File: src/rtl/eaGenPkg.sv
package eaGenPkg;
  localparam int ADDR_W  = 32;
  localparam int MODE_W  = 3;
  localparam int SCALE_W = 2;

  typedef enum logic [MODE_W-1:0] {
    MODE_DIRECT  = 3'd0,
    MODE_REGIND  = 3'd1,
    MODE_BASEDSP = 3'd2,
    MODE_SCALED  = 3'd3,
    MODE_REGOP   = 3'd4,
    MODE_IMMOP   = 3'd5
  } modeT;

  typedef enum logic [1:0] {
    SRC_ZERO  = 2'd0,
    SRC_CONST = 2'd1,
    SRC_INDEX = 2'd2
  } addSrcT;

  typedef struct packed {
    logic   useBase;
    addSrcT addSrc;
    logic   loadValid;
    logic   loadNoMem;
    logic   loadIllegal;
  } ctrlT;
endpackage

File: src/rtl/eaGenCtrl.sv
module eaGenCtrl
  import eaGenPkg::*;
(
  input  logic              reqValid,
  input  logic [MODE_W-1:0] modeCode,
  output ctrlT              ctrl
);
  always_comb begin
    ctrl = '{useBase: 1'b0, addSrc: SRC_ZERO, loadValid: 1'b0,
             loadNoMem: 1'b0, loadIllegal: 1'b0};
    if (reqValid) begin
      unique case (modeCode)
        MODE_DIRECT: begin
          ctrl.addSrc    = SRC_CONST;
          ctrl.loadValid = 1'b1;
        end
        MODE_REGIND: begin
          ctrl.useBase   = 1'b1;
          ctrl.loadValid = 1'b1;
        end
        MODE_BASEDSP: begin
          ctrl.useBase   = 1'b1;
          ctrl.addSrc    = SRC_CONST;
          ctrl.loadValid = 1'b1;
        end
        MODE_SCALED: begin
          ctrl.useBase   = 1'b1;
          ctrl.addSrc    = SRC_INDEX;
          ctrl.loadValid = 1'b1;
        end
        MODE_REGOP, MODE_IMMOP: ctrl.loadNoMem = 1'b1;
        default: ctrl.loadIllegal = 1'b1;
      endcase
    end
  end
endmodule

File: src/rtl/eaGenDatapath.sv
module eaGenDatapath
  import eaGenPkg::*;
#(
  parameter int AW = ADDR_W,
  parameter int SW = SCALE_W
) (
  input  logic          clk,
  input  logic          rstN,
  input  ctrlT          ctrl,
  input  logic [AW-1:0] instConst,
  input  logic [AW-1:0] baseVal,
  input  logic [AW-1:0] indexVal,
  input  logic [SW-1:0] scaleSel,
  output logic [AW-1:0] eaAddr,
  output logic          eaValid,
  output logic          noMemAccess,
  output logic          illegalMode
);
  localparam int NSCALE = 1 << SW;

  logic [AW-1:0] shifted [NSCALE];
  logic [AW-1:0] opA, opB, sum;

  for (genvar s = 0; s < NSCALE; s++) begin : g_scale
    assign shifted[s] = indexVal << s;
  end

  always_comb begin
    opA = ctrl.useBase ? baseVal : '0;
    unique case (ctrl.addSrc)
      SRC_CONST: opB = instConst;
      SRC_INDEX: opB = shifted[scaleSel];
      default:   opB = '0;
    endcase
    sum = opA + opB;
  end

  always_ff @(posedge clk) begin
    if (!rstN) begin
      eaAddr      <= '0;
      eaValid     <= 1'b0;
      noMemAccess <= 1'b0;
      illegalMode <= 1'b0;
    end else begin
      eaValid     <= ctrl.loadValid;
      noMemAccess <= ctrl.loadNoMem;
      illegalMode <= ctrl.loadIllegal;
      if (ctrl.loadValid) eaAddr <= sum;
    end
  end
endmodule

File: src/rtl/eaGenUnit.sv
module eaGenUnit
  import eaGenPkg::*;
(
  input  logic        clk,
  input  logic        rstN,
  input  logic        reqValid,
  input  logic [2:0]  modeCode,
  input  logic [31:0] instConst,
  input  logic [31:0] baseVal,
  input  logic [31:0] indexVal,
  input  logic [1:0]  scaleSel,
  output logic [31:0] eaAddr,
  output logic        eaValid,
  output logic        noMemAccess,
  output logic        illegalMode
);
  ctrlT ctrl;

  eaGenCtrl u_ctrl (
    .reqValid (reqValid),
    .modeCode (modeCode),
    .ctrl     (ctrl)
  );

  eaGenDatapath u_dp (
    .clk         (clk),
    .rstN        (rstN),
    .ctrl        (ctrl),
    .instConst   (instConst),
    .baseVal     (baseVal),
    .indexVal    (indexVal),
    .scaleSel    (scaleSel),
    .eaAddr      (eaAddr),
    .eaValid     (eaValid),
    .noMemAccess (noMemAccess),
    .illegalMode (illegalMode)
  );
endmodule

File: config.mk
export PLATFORM = sky130hd
export DESIGN_NAME = eaGenUnit
export DESIGN_NICKNAME = d
export VERILOG_FILES = /design/src/rtl/eaGenPkg.sv /design/src/rtl/eaGenCtrl.sv /design/src/rtl/eaGenDatapath.sv /design/src/rtl/eaGenUnit.sv
export SDC_FILE = /design/constraint.sdc
export NUM_CORES = 1
export LEC_CHECK = 0
export ABC_AREA = 1
export CAP_MARGIN = 10
export CORE_MARGIN = 4
export CORE_UTILIZATION = 54
export DETAILED_ROUTE_END_ITERATION = 8
export PLACE_DENSITY = 0.88
export SYNTH_ARGS = -nofsm -noshare
export SYNTH_HDL_FRONTEND = slang
export SYNTH_HIERARCHICAL = 1
export SYNTH_SLANG_ARGS = --single-unit
export TNS_END_PERCENT = 10
File: constraint.sdc
create_clock -name clk -period 7.4 [get_ports clk]
set_clock_uncertainty 0.05 [all_clocks]
set_input_delay 1.85 -clock clk [delete_from_list [all_inputs] [get_ports clk]]
set_output_delay 1.85 -clock clk [all_outputs]
set_load 0.05 [all_outputs]
# Word level (Yosys, flattened, before mapping)
# Cells that the tools add are included.
[word_totals]
in_bits = 104
output_inout_bits = 35
reg_bits = 35
[classes]
n_reduce_logical = 7
n_eq_ne = 7
n_mux = 11
n_addsub = 1
magnitude_cmp = 1
n_bitwise = 1
[op_table]
columns = ["cell", "n"]
rows = [
  ["$mux W32", 3],
  ["$bmux W32 S2", 1],
  ["$pmux W32 S2", 1],
  ["$add A32 B32 Y32", 1],
  ["$eq A3 B2 Y1 const B", 2],
  ["$eq A3 B3 Y1 const B", 2],
  ["$mux W6", 1],
  ["$reduce_or A6 Y1", 1],
  ["$mux W1", 4],
  ["$pmux W2 S2", 1],
  ["$reduce_or A2 Y1", 2],
  ["$reduce_or A4 Y1", 1],
  ["$eq A3 B1 Y1 const B", 1],
  ["$ge A3 B3 Y1 const B", 1],
  ["$logic_not A3 Y1", 1],
  ["$not A2 Y3", 1],
  ["$reduce_or A3 Y1", 1],
  ["$eq A2 B1 Y1 const B", 1],
  ["$eq A2 B2 Y1 const B", 1],
  ["$reduce_and A2 Y1", 1],
]

# Logic depth before layout (Yosys ltp)
[logic_depth]
ltp_word = 7
mapped_depth = 22
mapped_depth_nobuf = 21

# By module
# Netlist, hierarchy kept.
[by_module_without_submodules]
columns = ["module", "instances", "seq_area_each_um2", "cells_each", "area_per_inst_um2"]
rows = [
  ["eaGenDatapath", 1, 700.7, 968, 5098.6],
  ["eaGenCtrl", 1, 0.0, 12, 45.0],
]

# Worst setup path after synthesis
# No wires, ideal clock.
[synth_timing]
path_kind = "in2reg"
startpoint = "in modeCode[2]"
endpoint = "reg u_dp.eaAddr[16]"
cell_stages = 19
slack_ps = 3067
arrival_time_ps = 4157
required_time_ps = 7224
cell_sequence = "inv_1 nand2_1 nor2_1 inv_1 ha_1 clkbuf_1 a21oi_1 ha_1 inv_1 fa_1 inv_1 nand3_1 nand3_1 nand2_1 nand2_1 nand3_1 nand2_1 xnor2_1 o21ai_1"
[synth_rtl]
columns = ["element", "line", "source"]
rows = [
  ["from (decl)", "eaGenUnit.sv:7", "input logic [2:0] modeCode,"],
  ["to (signal assigned)", "eaGenDatapath.sv:48", "if (ctrl.loadValid) eaAddr <= sum;"],
  ["to (decl)", "eaGenDatapath.sv:14", "output logic [AW-1:0] eaAddr,"],
]

==> summary.md <==
| Metric | Value |
|---|---|
| Run status | complete, no violations |
| Diodes inserted | 0 |
| Global-route usage over all layers | 0.260 |
| Critical path endpoint category | register |
| Overflow left after global routing | 0 |
| Metal-1 WL | 6880 um |
| Clk root buf | sky130_fd_sc_hd__clkbuf_8 |
| Top-level I/O count | 139 |
| #FFs+latches synth | 35 |
| Cell mode on critical path | sky130_fd_sc_hd__inv_1 |
| Via count of the first global-routing pass | 5,435 |
| Routability congestion estimate from global placement | 0.924 |
| Maximum number of pins on one net before global-route repair | 39 |
| Sum of met3 wire segment lengths after detailed routing | 1070 um |
| Dominant combinational cell family by area after synthesis | simple AND/OR/NAND/NOR gates |
| Max Freq | 183 MHz |
| Slowest Stage Delay on Critical Path | 0.83 ns |
| Proportion of layout cells with a drive suffix above 1 | 0.0401 |
| Power density over the cells | 86.7 nW/um2 |
| Reported max-cap violation count | 0 |
| Fraction of the cycle the final worst path needs | 0.738 |
| Mux contribution to synthesized area | 0.0156 |
| Slew at the pin closest to its max-slew limit | 1.17 ns |
| Detailed-routing iteration count for the pre-antenna-repair pass | 5 |
| Total Negative Setup Slacks | 0 ns |
| Maximum clock insertion buffer count | 2 |
| Initial antenna violation count | 0 |
| TritonCTS clock tree | built |
| Headroom to the max-slew limit | 0.221 |
| Clock input transition at the sequential cells of the worst setup and hold paths | 0.06 ns |
| Shortest clock period the worst path allows after layout | 5.46 ns |
| Die Footprint | 11,200 um2 |
| IO buf count | 138 |
| Number of DRC markers in iteration 0 | 430 |
| Number of nets in the final layout | 1,234 |
| Post-synth net total | 1,119 |
| Critical path type | input port to register |
| Worst voltage drop across the vdd grid | 0.0564 mV |
| Fraction of the mapped netlist area in compound gates | 0.125 |
| Library cell with the largest summed area after synthesis | sky130_fd_sc_hd__nand2_1 |
| Number of hold violations in the final report | 0 |
| Number of cells produced by synthesis | 980 |
| Drt total wl | 14,500 um |
| Layout overhead on the synthesized area | 29.5% |
| CP max FO | 32 |
| H-tree depth reported by CTS | 2 |
| Number of slew-limit violations in the final report | 0 |
| Count of instances resized after the clock tree is built | 0 |
| Die H | 106 um |
| Via count of the routed design | 6,019 |
| FP Rows | 35 |
| Horizontal extent of the die | 106 um |
| Fillers | 859 |
| Arrival time worst endpoint | 5.57 ns |
| Post-DP HPWL | 12,200 um |
| Worst-skew pair later-pin latency | 0.27 ns |
| Global-route wire length before repair | 24,500 um |
| Total CTS buffers | 5 |
| Synth top area share | 0.288 |
| Slowest cell on crit path | sky130_fd_sc_hd__ha_1 |
| Hold WC Path Type | register to register |
| Highest metal used | met4 |
| Ranking of synthesized cells by area | sky130_fd_sc_hd__nand2_1 29%, sky130_fd_sc_hd__dfxtp_1 14%, sky130_fd_sc_hd__inv_1 14% |
| Met2 WL | 6300 um |
| Required time at the endpoint of the critical path | 7.51 ns |
| DR WL/cell | 11.9 um |
| Leakage Power | 3.75 nW |
| Sinks on Clock Net | 35 |
| Critical-path cell list | clkdlybuf4s50_1 > inv_1 > nand2_1 > nor2_1 > inv_1 > ha_1 > nand2_1 > a21oi_1 > ha_1 > inv_1 > fa_1 > inv_1 > nand3_1 > nand3_1 > nand2_1 > nand2_1 > xor2_1 > o21ai_0 > inv_1 |
| Post-synthesis area per instance | 5.25 um2 |
| Ratio of routed vias to standard cells | 4.91 |
| CTS Hold Bufs | 0 |
| XOR/XNOR Fraction of Synth Area | 0.0255 |
| Adder and majority cell fraction of the synthesized area | 0.0866 |
| Cell area after layout | 6660 um2 |
| Number of remaining DRC errors | 0 |
| Number of warnings issued by yosys | 6 |
| RSZ-0062 raised after global routing | false |
| Area of the mapped netlist | 5140 um2 |
| Final setup violation count | 0 |
| Synth unique cells | 35 |
| Setup Buffers After CTS | 0 |
| Antenna violation net count after detailed routing | 0 |
| Starting density of the core | 0.557 |
| Share of synthesized cell area in and, or, nand and nor gates | 0.440 |
| Core footprint | 9240 um2 |
| Share of the yosys chip area belonging to registers | 0.136 |
| Post-Place Cell Area | 6550 um2 |
| Worst Setup Start Kind | input port |
-- registers in the layout, summed over array words and instances, names as in the netlist --
name and flops:
u_dp/eaAddr 32, u_dp/eaValid 1, u_dp/illegalMode 1, u_dp/noMemAccess 1
-- where the power goes --
part	total, mW	switching (mW)	leakage, nW	internal [mW]
Clock	0.149	0.0645	0.0515	0.0849
Combinational	0.225	0.126	3.41	0.0989
Sequential	0.203	0.00488	0.287	0.198
Total	0.577	0.195	3.75	0.382
-- per-layer routing --
layer / vias up / global-route usage
li1: 3211 / -
met1: 2569 / 0.363
met2: 218 / 0.422
met3: 21 / 0.0300
met4: 0 / 0.0703
met5: - / 0
-- cells in the mapped netlist --
| cell | number |
|---|---|
| sky130_fd_sc_hd__nor3_1 | 1 |
| sky130_fd_sc_hd__a21oi_2 | 3 |
| sky130_fd_sc_hd__o21ai_1 | 5 |
| sky130_fd_sc_hd__dfxtp_1 | 35 |
| sky130_fd_sc_hd__a21o_1 | 1 |
| sky130_fd_sc_hd__buf_1 | 1 |
| sky130_fd_sc_hd__o211ai_1 | 22 |
| sky130_fd_sc_hd__nand3b_1 | 2 |
| sky130_fd_sc_hd__nor2_4 | 1 |
| sky130_fd_sc_hd__ha_1 | 34 |
| sky130_fd_sc_hd__o21ai_0 | 31 |
| sky130_fd_sc_hd__a21oi_1 | 48 |
| sky130_fd_sc_hd__nand2_4 | 3 |
| sky130_fd_sc_hd__fa_1 | 1 |
| sky130_fd_sc_hd__buf_4 | 1 |
| sky130_fd_sc_hd__xor2_1 | 6 |
| sky130_fd_sc_hd__nor3_2 | 1 |
| sky130_fd_sc_hd__xnor2_1 | 9 |
| sky130_fd_sc_hd__inv_1 | 186 |
| sky130_fd_sc_hd__nand3_1 | 53 |
| sky130_fd_sc_hd__nand4_1 | 4 |
| sky130_fd_sc_hd__buf_2 | 10 |
| sky130_fd_sc_hd__nor3_4 | 1 |
| sky130_fd_sc_hd__nand2_2 | 13 |
| sky130_fd_sc_hd__buf_6 | 3 |
| sky130_fd_sc_hd__nor2_2 | 3 |
| sky130_fd_sc_hd__o21bai_1 | 3 |
| sky130_fd_sc_hd__clkbuf_1 | 19 |
| sky130_fd_sc_hd__and3_1 | 2 |
| sky130_fd_sc_hd__inv_2 | 4 |
| sky130_fd_sc_hd__nand2_1 | 394 |
| sky130_fd_sc_hd__nand3_2 | 3 |
| sky130_fd_sc_hd__nor2_1 | 68 |
| sky130_fd_sc_hd__mux2i_1 | 8 |
| sky130_fd_sc_hd__or2_1 | 1 |
-- path summary, 6_finish.rpt --
check / start / end / slack [ns] / cells after the start
min reg2reg: u_dp/eaAddr[15] / u_dp/eaAddr[15] / 0.43 / 2
max reg2reg: u_dp/eaAddr[1] / u_dp/eaAddr[1] / 6.59 / 2
max: modeCode[2] / u_dp/eaAddr[8] / 1.94 / 19
min: u_dp/eaAddr[15] / u_dp/eaAddr[15] / 0.43 / 2
-- per-stage QoR --
stage	total power [mW]	utilization	setup slack (ns)	instances	hold WS, ns
final	0.577	0.721	1.94	1225	0.431
after global routing	0.610	0.721	1.60	1225	0.467
after CTS	0.580	0.719	1.99	1224	0.434
after detailed placement	0.429	0.708	1.75	1216	0.423
after global placement	0.428	0.708	1.87	1216	0.414
after floorplan	0.333	-	3.07	980	0.652
-- worst max-delay path: cells and delay by family --
| kind | cells | cell delay, ns |
|---|---|---|
| simple gates | 7 | 0.83 |
| xor+xnor | 1 | 0.10 |
| compound gates | 2 | 0.48 |
| fa+ha+maj | 3 | 1.49 |
| buf+inv | 6 | 0.83 |
-- final cells by class --
class | count | area (um2) | share of cell area
timing repair buffer | 142 | 1420 | 0.213
sequential | 35 | 701 | 0.105
multi-input combinational | 721 | 3570 | 0.535
clock buffer | 8 | 100 | 0.0150
tap | 129 | 161 | 0.0242
inverter | 190 | 713 | 0.107
-- cells by family (layout without fill, tap and decap cells) --
kind of cell / after synthesis / count (layout)
adder cells (fa/ha/maj): 35 / 35
flip-flops: 35 / 35
AND/OR/NAND/NOR: 550 / 550
XOR/XNOR: 15 / 15
AO/OA/AOI/OAI: 113 / 113
buffers and inverters: 224 / 340
multiplexers: 8 / 8
-- placed cells by master (no fill, tap or decap), types with 4 or more instances in the layout --
cell and n:
sky130_fd_sc_hd__nand2_1 394, sky130_fd_sc_hd__inv_2 4, sky130_fd_sc_hd__ha_1 34, sky130_fd_sc_hd__mux2i_1 8
sky130_fd_sc_hd__o211ai_1 22, sky130_fd_sc_hd__dfxtp_1 35, sky130_fd_sc_hd__xnor2_1 9, sky130_fd_sc_hd__nand3_1 53
sky130_fd_sc_hd__clkdlybuf4s50_1 138, sky130_fd_sc_hd__nor2_1 67, sky130_fd_sc_hd__xor2_1 6, sky130_fd_sc_hd__nor2_2 4
sky130_fd_sc_hd__o21ai_1 5, sky130_fd_sc_hd__o21ai_0 31, sky130_fd_sc_hd__clkbuf_8 7, sky130_fd_sc_hd__nand4_1 4
sky130_fd_sc_hd__a21oi_1 48, sky130_fd_sc_hd__nand2_2 13, sky130_fd_sc_hd__inv_1 186
(Power assumes the default switching activity.)
